[config.mk]
export PLATFORM = sky130hd
export DESIGN_NAME = seg_xlate
export DESIGN_NICKNAME = d
export VERILOG_FILES = /design/src/rtl/seg_xlate_pkg.sv /design/src/rtl/seg_tag_decode.sv /design/src/rtl/seg_bound_calc.sv /design/src/rtl/seg_entry_cache.sv /design/src/rtl/seg_xlate.sv
export SDC_FILE = /design/constraint.sdc
export NUM_CORES = 2
export LEC_CHECK = 0
export BUFFER_PORTS_ARGS = -buffer_cell sky130_fd_sc_hd__buf_2
export CAP_MARGIN = 20
export CORE_MARGIN = 3
export CORE_UTILIZATION = 50
export CTS_BUF_LIST = sky130_fd_sc_hd__clkbuf_8
export DETAILED_ROUTE_END_ITERATION = 16
export GPL_TIMING_DRIVEN = 0
export PLACE_DENSITY = 0.67
export SYNTH_ARGS = -nofsm -noshare
export SYNTH_HDL_FRONTEND = slang
export SYNTH_SLANG_ARGS = --single-unit
[constraint.sdc]
create_clock -name clk -period 16.86 [get_ports clk]
set_clock_uncertainty 0.05 [all_clocks]
set_input_delay 2.529 -clock clk [delete_from_list [all_inputs] [get_ports clk]]
set_output_delay 2.529 -clock clk [all_outputs]
set_load 0.01 [all_outputs]
[src/rtl/seg_xlate_pkg.sv]
// Shared constants for the segment translator: result codes and tag values.
// Assumes a 4-bit descriptor tag and a 3-bit status code.
package seg_xlate_pkg;
    localparam logic [2:0] ST_OK       = 3'd0;
    localparam logic [2:0] ST_UNALLOC  = 3'd1;
    localparam logic [2:0] ST_ABSENT   = 3'd2;
    localparam logic [2:0] ST_BOUNDS   = 3'd3;
    localparam logic [2:0] ST_BADTAG   = 3'd4;

    localparam logic [3:0] TAG_UNALLOC = 4'h5;
    localparam logic [1:0] TAG_LIVE_HI = 2'b11;
endpackage

[src/rtl/seg_tag_decode.sv]
// Sorts a descriptor tag into unallocated, live or illegal.
// A live tag has its top two bits set. Its low two bits give the
// indexed/paged kind. Pure combinational logic.
module seg_tag_decode
    import seg_xlate_pkg::*;
(
    input  logic [3:0] tag,
    output logic       is_unalloc,
    output logic       is_live,
    output logic [1:0] kind
);
    // classify the tag
    always_comb begin
        is_unalloc = (tag == TAG_UNALLOC);
        is_live    = (tag[3:2] == TAG_LIVE_HI);
        kind       = is_live ? tag[1:0] : 2'b00;
    end
endmodule

[src/rtl/seg_bound_calc.sv]
// Turns a table entry and an offset into a status and a physical address.
// Absent beats bounds. The address is forced to zero on any fault.
module seg_bound_calc
    import seg_xlate_pkg::*;
#(
    parameter int PA_W  = 36,
    parameter int OFF_W = 20
) (
    input  logic             present,
    input  logic [PA_W-1:0]  base,
    input  logic [OFF_W-1:0] length,
    input  logic [OFF_W-1:0] offset,
    output logic [2:0]       status,
    output logic [PA_W-1:0]  addr
);
    // presence first, then the length bound, then the sum
    always_comb begin
        status = ST_OK;
        addr   = '0;
        if (!present) begin
            status = ST_ABSENT;
        end else if (offset >= length) begin
            status = ST_BOUNDS;
        end else begin
            addr = base + PA_W'(offset);
        end
    end
endmodule

[src/rtl/seg_entry_cache.sv]
// Small fully associative cache of segment table entries.
// Lookup is combinational. A fill writes the round-robin victim slot.
// An invalidate clears every valid slot whose index matches. When a fill
// and an invalidate hit the same slot in one cycle, the fill wins.
// Assumes a fill is only made for an index that is not already cached.
module seg_entry_cache #(
    parameter int ENTRIES = 8,
    parameter int IDX_W   = 23,
    parameter int PA_W    = 36,
    parameter int LEN_W   = 20
) (
    input  logic             clk,
    input  logic             rst_n,
    input  logic [IDX_W-1:0] lk_index,
    output logic             hit,
    output logic             hit_present,
    output logic [PA_W-1:0]  hit_base,
    output logic [LEN_W-1:0] hit_len,
    input  logic             fill,
    input  logic [IDX_W-1:0] fill_index,
    input  logic             fill_present,
    input  logic [PA_W-1:0]  fill_base,
    input  logic [LEN_W-1:0] fill_len,
    input  logic             inv_valid,
    input  logic [IDX_W-1:0] inv_index
);
    localparam int PTR_W = (ENTRIES > 1) ? $clog2(ENTRIES) : 1;
    localparam logic [PTR_W-1:0] PTR_LAST = PTR_W'(ENTRIES - 1);

    logic [PTR_W-1:0]   victim;
    logic [ENTRIES-1:0] match;
    logic [ENTRIES-1:0] ent_pres;
    logic [PA_W-1:0]    ent_base [ENTRIES];
    logic [LEN_W-1:0]   ent_len  [ENTRIES];

    for (genvar g = 0; g < ENTRIES; g++) begin : g_slot
        logic             v_q;
        logic             p_q;
        logic [IDX_W-1:0] i_q;
        logic [PA_W-1:0]  b_q;
        logic [LEN_W-1:0] l_q;

        // slot update: fill into the victim, otherwise drop on invalidate
        always_ff @(posedge clk) begin
            if (!rst_n) begin
                v_q <= 1'b0;
            end else if (fill && victim == PTR_W'(g)) begin
                v_q <= 1'b1;
                p_q <= fill_present;
                i_q <= fill_index;
                b_q <= fill_base;
                l_q <= fill_len;
            end else if (inv_valid && v_q && i_q == inv_index) begin
                v_q <= 1'b0;
            end
        end

        assign match[g]    = v_q && (i_q == lk_index);
        assign ent_pres[g] = p_q;
        assign ent_base[g] = b_q;
        assign ent_len[g]  = l_q;
    end

    // select the matching slot's contents
    always_comb begin
        hit         = |match;
        hit_present = 1'b0;
        hit_base    = '0;
        hit_len     = '0;
        for (int i = 0; i < ENTRIES; i++) begin
            if (match[i]) begin
                hit_present = ent_pres[i];
                hit_base    = ent_base[i];
                hit_len     = ent_len[i];
            end
        end
    end

    // round-robin victim pointer advances on each fill
    always_ff @(posedge clk) begin
        if (!rst_n) begin
            victim <= '0;
        end else if (fill) begin
            victim <= (victim == PTR_LAST) ? '0 : victim + 1'b1;
        end
    end
endmodule

[src/rtl/seg_xlate.sv]
// Segment table address translator top level.
// Accepts one lookup at a time. Sorts the tag, consults the entry cache,
// on a miss reads two table words and fills the cache, then re-checks.
// Assumes TABLE_BASE is a multiple of 8 words and that memory answers each
// one-cycle read request with exactly one mem_rvalid pulse.
module seg_xlate
    import seg_xlate_pkg::*;
#(
    parameter int              IDX_W      = 23,
    parameter int              OFF_W      = 20,
    parameter int              PA_W       = 36,
    parameter int              WORD_W     = 48,
    parameter int              ENTRIES    = 8,
    parameter logic [PA_W-1:0] TABLE_BASE = 36'h0_4000_0000
) (
    input  logic              clk,
    input  logic              rst_n,
    input  logic              req_valid,
    output logic              req_ready,
    input  logic [3:0]        req_tag,
    input  logic [IDX_W-1:0]  req_index,
    input  logic [OFF_W-1:0]  req_offset,
    output logic              resp_valid,
    output logic [2:0]        resp_status,
    output logic [1:0]        resp_kind,
    output logic [PA_W-1:0]   resp_addr,
    output logic              mem_req,
    output logic [PA_W-1:0]   mem_addr,
    input  logic              mem_rvalid,
    input  logic [WORD_W-1:0] mem_rdata,
    input  logic              inv_valid,
    input  logic [IDX_W-1:0]  inv_index
);
    localparam int PRES_BIT = WORD_W - 1;
    localparam int ENT_SHIFT = 3;

    typedef enum logic [1:0] {S_IDLE, S_CHECK, S_WAIT0, S_WAIT1} state_t;

    state_t            state;
    logic [3:0]        cur_tag;
    logic [IDX_W-1:0]  cur_index;
    logic [OFF_W-1:0]  cur_offset;
    logic              w0_present;
    logic [PA_W-1:0]   w0_base;
    logic              stale;

    logic              tag_unalloc, tag_live;
    logic [1:0]        tag_kind;
    logic              c_hit, c_present;
    logic [PA_W-1:0]   c_base;
    logic [OFF_W-1:0]  c_len;
    logic [2:0]        calc_status;
    logic [PA_W-1:0]   calc_addr;
    logic              inv_cur;
    logic              fill;
    logic [PA_W-1:0]   entry_addr;

    seg_tag_decode i_dec (
        .tag        (cur_tag),
        .is_unalloc (tag_unalloc),
        .is_live    (tag_live),
        .kind       (tag_kind)
    );

    seg_entry_cache #(
        .ENTRIES (ENTRIES),
        .IDX_W   (IDX_W),
        .PA_W    (PA_W),
        .LEN_W   (OFF_W)
    ) i_cache (
        .clk          (clk),
        .rst_n        (rst_n),
        .lk_index     (cur_index),
        .hit          (c_hit),
        .hit_present  (c_present),
        .hit_base     (c_base),
        .hit_len      (c_len),
        .fill         (fill),
        .fill_index   (cur_index),
        .fill_present (w0_present),
        .fill_base    (w0_base),
        .fill_len     (mem_rdata[OFF_W-1:0]),
        .inv_valid    (inv_valid),
        .inv_index    (inv_index)
    );

    seg_bound_calc #(
        .PA_W  (PA_W),
        .OFF_W (OFF_W)
    ) i_calc (
        .present (c_present),
        .base    (c_base),
        .length  (c_len),
        .offset  (cur_offset),
        .status  (calc_status),
        .addr    (calc_addr)
    );

    // invalidate aimed at the index in flight, and the fill decision
    always_comb begin
        inv_cur    = inv_valid && (inv_index == cur_index);
        fill       = (state == S_WAIT1) && mem_rvalid && !stale && !inv_cur;
        entry_addr = TABLE_BASE + (PA_W'(cur_index) << ENT_SHIFT);
        req_ready  = (state == S_IDLE);
    end

    // remember whether the entry being fetched was invalidated meanwhile
    always_ff @(posedge clk) begin
        if (!rst_n) begin
            stale <= 1'b0;
        end else if (state == S_CHECK) begin
            stale <= inv_cur;
        end else if (inv_cur) begin
            stale <= 1'b1;
        end
    end

    // request sequencing, table reads and result register
    always_ff @(posedge clk) begin
        if (!rst_n) begin
            state       <= S_IDLE;
            resp_valid  <= 1'b0;
            resp_status <= ST_OK;
            resp_kind   <= 2'b00;
            resp_addr   <= '0;
            mem_req     <= 1'b0;
            mem_addr    <= '0;
            cur_tag     <= '0;
            cur_index   <= '0;
            cur_offset  <= '0;
            w0_present  <= 1'b0;
            w0_base     <= '0;
        end else begin
            resp_valid <= 1'b0;
            mem_req    <= 1'b0;
            case (state)
                S_IDLE: begin
                    if (req_valid) begin
                        cur_tag    <= req_tag;
                        cur_index  <= req_index;
                        cur_offset <= req_offset;
                        state      <= S_CHECK;
                    end
                end
                S_CHECK: begin
                    if (tag_unalloc || !tag_live) begin
                        resp_valid  <= 1'b1;
                        resp_status <= tag_unalloc ? ST_UNALLOC : ST_BADTAG;
                        resp_kind   <= 2'b00;
                        resp_addr   <= '0;
                        state       <= S_IDLE;
                    end else if (c_hit) begin
                        resp_valid  <= 1'b1;
                        resp_status <= calc_status;
                        resp_kind   <= tag_kind;
                        resp_addr   <= calc_addr;
                        state       <= S_IDLE;
                    end else begin
                        mem_req  <= 1'b1;
                        mem_addr <= entry_addr;
                        state    <= S_WAIT0;
                    end
                end
                S_WAIT0: begin
                    if (mem_rvalid) begin
                        w0_present <= mem_rdata[PRES_BIT];
                        w0_base    <= mem_rdata[PA_W-1:0];
                        mem_req    <= 1'b1;
                        mem_addr   <= entry_addr + PA_W'(1);
                        state      <= S_WAIT1;
                    end
                end
                S_WAIT1: begin
                    if (mem_rvalid) begin
                        state <= S_CHECK;
                    end
                end
                default: state <= S_IDLE;
            endcase
        end
    end
endmodule

== Word level (Yosys, flattened, before mapping) ==
Cells that the tools add are included.

* Flip-flop bits (word level): 817
* Input bits: 123
* Output and inout port bits: 80
* Logic and storage cells: 232

* Add/subtract/negate cells: 4
* $lt $le $gt $ge: 1
* Equal/unequal tests: 34
* Mux-type cells: 71
* Reduce and logical (&&, ||, !) cells: 68

{| class="wikitable"
|+ Operator list
! operator !! number
|-
| $mux 36 || 15
|-
| $eq 23x23->1 || 17
|-
| $mux 20 || 8
|-
| $pmux 36 s2 || 1
|-
| $add 36x20->36 || 1
|-
| $logic_and 1x1->1 || 36
|-
| $add 32x1->33 const B || 1
|-
| $add 31x26->32 const A || 1
|-
| $mux 1 || 31
|-
| $reduce_and 2->1 || 12
|-
| $reduce_bool 2->1 || 11
|-
| $ge 20x20->1 || 1
|-
| $mux 2 || 9
|-
| $mux 3 || 5
|-
| $eq 3x3->1 const B || 4
|-
| $ne 2x2->1 const B || 5
|-
| $pmux 2 s4 || 1
|-
| $reduce_or 8->1 || 1
|-
| $eq 2x2->1 const B || 3
|-
| $eq 3x2->1 const B || 2
|-
| $eq 4x3->1 const B || 1
|-
| $reduce_and 4->1 || 1
|-
| $add 3x1->3 const B || 1
|-
| $eq 3x1->1 const B || 1
|-
| other kinds (7) || 9
|}

== Depth between registers and ports, before layout ==
* Depth after elaboration: 15
* Mapped depth: 30
* Mapped depth without buffers: 27

== Hierarchy ==
Synthesis repeated with hierarchy kept, for this count alone.

* Cells, all modules: 3062
* Area total of the unflattened synthesis: 36667.7 um2

{| class="wikitable"
|+ By module, submodules not included
! module !! instances !! cells each !! area an instance (um2)
|-
| seg_entry_cache || 1 || 2108 || 28720.0
|-
| seg_xlate || 1 || 620 || 5667.9
|-
| seg_bound_calc || 1 || 330 || 2244.7
|-
| seg_tag_decode || 1 || 4 || 35.0
|}

== Worst setup path after synthesis ==
OpenSTA, ideal clock, no wires.

* Kind: input to register
* Start: in inv_index[7]
* End: reg i_cache.g_slot[4].b_q[0], enable pin
* Setup time: 448 ps
* Data arrival time: 5765 ps
* Data required time: 16362 ps
* Slack: 10597 ps
* Stages on the path: 7
* Cells stage by stage: clkbuf_1 -> xor2_1 -> nor4_1 -> nand4_1 -> nor3_1 -> nor4_1 -> and3_1

* Cells in the longest elaborated chain, start to end: 6

{| class="wikitable"
|+ Ends and longest elaborated chain
! item !! line !! RTL
|-
| from (decl) || seg_xlate.sv:32 || <nowiki>input logic [IDX_W-1:0] inv_index</nowiki>
|-
| $eq 23x23->1 || seg_xlate.sv:101 || <nowiki>inv_cur = inv_valid && (inv_index == cur_index);</nowiki>
|-
| $logic_and 1x1->1 || seg_xlate.sv:101 ||
|-
| $logic_not 1->1 || seg_xlate.sv:102 || <nowiki>fill = (state == S_WAIT1) && mem_rvalid && !stale && !inv_cur;</nowiki>
|-
| $logic_and 1x1->1 || seg_xlate.sv:102 ||
|-
| $logic_and 1x1->1 || seg_entry_cache.sv:47 || <nowiki>end else if (fill && victim == PTR_W'(g)) begin</nowiki>
|-
| $reduce_and 2->1 (no source line) || - ||
|-
| to (signal assigned) || seg_entry_cache.sv:51 || <nowiki>b_q <= fill_base;</nowiki>
|-
| to (decl) || seg_entry_cache.sv:40 || <nowiki>logic [PA_W-1:0] b_q;</nowiki>
|}

Every way passes these cells.
A chain may end at the register's enable or synchronous reset.

== Final worst setup path ==
* Start: reg cur_index[7]
* End: reg resp_addr[34]

* Cells in the longest elaborated chain, start to end: 15
* Elaborated cells between the ends (all ways): 49
* Those cells by class: 1 x add/sub; 1 x order compare; 8 x eq/ne; 28 x mux; 11 x reduce/logical

{| class="wikitable"
|+ Ends and longest elaborated chain
! item !! line !! RTL
|-
| from (decl) || seg_xlate.sv:41 || <nowiki>logic [IDX_W-1:0] cur_index;</nowiki>
|-
| from (signal assigned) || seg_xlate.sv:140 || <nowiki>cur_index <= req_index;</nowiki>
|-
| $eq 23x23->1 || seg_entry_cache.sv:58 || <nowiki>assign match[g] = v_q && (i_q == lk_index);</nowiki>
|-
| $logic_and 1x1->1 || seg_entry_cache.sv:58 ||
|-
| $mux 36 or $mux 20 (tied branches) (8 in series) || seg_entry_cache.sv:71 || <nowiki>if (match[i]) begin</nowiki>
|-
| $add 36x20->36 or $ge 20x20->1 (tied branches) || seg_bound_calc.sv:25, seg_bound_calc.sv:22 ||
|-
| $mux 36 || seg_bound_calc.sv:22 || <nowiki>end else if (offset >= length) begin</nowiki>
|-
| $mux 36 || seg_bound_calc.sv:20 || <nowiki>if (!present) begin</nowiki>
|-
| $mux 36 || seg_xlate.sv:152 || <nowiki>end else if (c_hit) begin</nowiki>
|-
| $mux 36 || seg_xlate.sv:146 || <nowiki>if (tag_unalloc || !tag_live) begin</nowiki>
|-
| to (signal assigned) || seg_xlate.sv:156 || <nowiki>resp_addr <= calc_addr;</nowiki>
|-
| to (decl) || seg_xlate.sv:26 || <nowiki>output logic [PA_W-1:0] resp_addr,</nowiki>
|}

Parallel ways exist; a longest one is shown, timed or not. The select of a mux whose other input is x is not followed.

==> flow_summary.toml <==
[cts]
hold_buffers = 0
htree_levels = 4
numCtsBuffers = 135
tritoncts = "built"
clk_path_buf_depth = 3
cts.sink_count = 806
cts_resized = 0
post_cts_buffers = 0
clkTransAtPathRegs_ps = 60
cts_root_buf = "clkbuf_8"
clock_latency_ps = 820

[synthesis]
synthTopCellsByCount = "640 x edfxtp_1, 442 x nand2_1, 221 x a21oi_1"
synth_edf_count = 640
synth_compound_area_frac = 0.0840
synth.distinct_cells = 79
syn_inst = 2898
ys_async_sr_fraction = 0
synth_area_leaders = "edfxtp_1 54%, dfxtp_1 9.3%, xor2_1 5.3%"
synth_seq_cells = 806
yosysSeqAreaShare = 0.632
synth.most_common_cell = "edfxtp_1"
synth_top_family_by_area = "simple AND/OR/NAND/NOR gates"
yosys.area.top_type = "edfxtp_1"
synthAdderAreaFrac = 0.0188
yosysTopAreaCellShare = 0.539
synth_area_mm2 = 0.0357
ys_warn_count = 0
synth_xor_area_frac = 0.103
synth-simple-area-share = 0.106
synth_ff_type = "edfxtp_1"
synthMuxAreaShare = 0.0285
syn_area_per_cell_um2 = 12.3

[route]
wl_met3_um = 12900
wl_um = 114000
drt-met1-wl_um = 43900
top_layer = "met5"
firstDrtPassIters = 6
met2_length_um = 52400
initialDrtViolationCount = 3160
via_per_inst = 5.94
vias = 25400
drc = 0
avgRoutedWirePerCell_um = 26.6
detail-route-antenna-nets = 0

[layout]
multi_input_area_mm2 = 0.0122
finish.utilization = 0.575
finalNonFillerCells = 4272
fin_nets = 3393
fillers = 5782
layout.area.seq_mm2 = 0.0225
area_growth_pct = 13.5
drive_above_1_share = 0.134

[timing]
clock.fmax_ghz = 0.103
grt_setup_unrepaired = "false"
hold_violations = 0
finalSetupViolCount = 0
maxSlewHeadroom = 0.167
drv_slew = 0
tns_ps = 0
hold-worst-slack_ps = 394
min_period_ps = 9670
worst_pin_slew_ps = 1250
period_share = 0.574

[grt]
grt.total_usage = 0.303
grt_pass1_wl_um = 163000
grt_overflow = 0
antenna_found_initial = 8
grt_max_degree = 63
grt_pass1_vias = 25100

[power]
p_per_area_mw_per_mm2 = 98.3
peakVddDrop_mv = 0.0773
p_total_uw = 3980
p_leak_uw = 0.0145

[setup_path]
cp-start-kind = "flip-flop"
critPathRequiredTime_ps = 17430
crit_path_max_fanout = 10
crit_type = "flip-flop to flip-flop"
crit_arrival_ps = 10240
cp-end-kind = "flip-flop"

[place]
dp_hpwl_um = 75700
port_buffers = 156
gp_congestion = 0.907
dpl.cell_count = 4017

[floorplanning]
coreArea_mm2 = 0.0704
row_count = 97
die_x_um = 273
initial_core_util = 0.507
io_pins = 203
dieArea_mm2 = 0.0746
die_h_um = 273

[worst_hold_path]
hold_path_class = "flip-flop to flip-flop"

[run]
maxCapViolCount = 0

[run_status]
status = "complete, no violations"
[worst paths after layout]
check	startpoint	end	slack, ps	cells after the start
setup / recovery	cur_index[7]	resp_addr[34]	7190	27
hold / removal	resp_addr[30]	resp_addr[30]	390	2
setup reg to reg	cur_index[7]	resp_addr[34]	7190	27
hold reg to reg	resp_addr[30]	resp_addr[30]	390	2
[layout make-up]
cell class	instances	share of cell area
multi-input combinational	1899	0.302
sequential	806	0.557
clock inverter	106	0.0128
antenna	4	0.000247
clock buffer	142	0.0483
tap	940	0.0291
buffer	179	0.0215
inverter	24	0.00223
timing repair buffer	172	0.0269
[placed cells by master, fill, tap and decap left out, types with 9 or more instances in the layout]
cell type    n
a21o_1      11
a21oi_1    221
and2_1      12
and3_1       9
buf_1       21
buf_2      177
buf_4       20
buf_6       16
clkbuf_1   105
clkbuf_8   142
clkinv_1    20
clkinv_2    12
conb_1      11
dfxtp_1    166
edfxtp_1   640
ha_1        52
inv_1       82
mux2_2      19
mux2i_1     80
nand2_1    442
nand2b_1    17
nand3_1     80
nand4_1     69
nor2_1      50
nor3_1      14
nor4_1      57
o2111ai_1   15
o21ai_0    156
o21ai_1     11
or3_1       11
xnor2_1    204
xor2_1     217
[sequential cells by signal, summed over array words and instances (netlist names)]
name                count
i_cache.victim          3
mem_addr               25
resp_kind               2
i_cache.g_slot.v_q      8
i_cache.g_slot.b_q    288
w0_base                36
resp_addr              36
i_cache.g_slot.l_q    160
i_cache.g_slot.p_q      8
i_cache.g_slot.i_q    184
cur_index              23
mem_req                 1
w0_present              1
cur_tag                 4
resp_status             3
state                   2
cur_offset             20
resp_valid              1
stale                   1
[cell families (layout without fill, tap and decap cells)]
group / after synthesis / in the layout
AND/OR/NAND/NOR: 804 / 804
other: 1 / 15
multiplexers: 99 / 99
AO/OA/AOI/OAI: 511 / 511
buffers and inverters: 203 / 623
adder cells (fa/ha/maj): 53 / 53
XOR/XNOR: 421 / 421
flip-flops: 806 / 806
[routing by layer]
metal	track usage	up-vias
li1	-	11200
met3	0.0780	283
met1	0.401	12400
met4	0.127	8
met5	0	-
met2	0.475	1513
[where the power goes]
part	total (uW)	internal, uW	leakage [uW]	switching (uW)
sequential	2170	2140	0.00703	30.6
clock	1610	804	0.00147	807
combinational	197	64.0	0.00601	133
total	3980	3010	0.0145	970
[worst max-delay path, stage by stage (launching register included)]
cell	delay (ps)
dfxtp_1	920
buf_2	630
xor2_1	140
nor4_1	370
nand4_1	580
nor2_2	630
clkbuf_1	750
buf_1	610
buf_2	370
a21oi_1	110
o21ai_0	190
mux2i_1	100
o21ai_0	180
mux2i_1	100
o21ai_0	300
ha_1	170
nand2b_1	160
a21oi_1	90
o21ai_0	400
a211oi_1	160
o21bai_1	180
a21oi_1	100
o21ai_0	360
a21oi_1	230
o2111a_1	220
nand2b_1	360
clkbuf_1	740
o21ai_0	260
[per-stage QoR]
stage | area [um^2] | setup slack, ps
6_report | 40500 | 7190
5_1_grt | 40500 | 7120
4_1_cts | 40400 | 7480
3_5_place_dp | 38000 | 7520
3_3_place_gp | 37700 | 7640
2_1_floorplan | 35700 | 10600
Note: power is estimated with default switching activity, not from simulation.
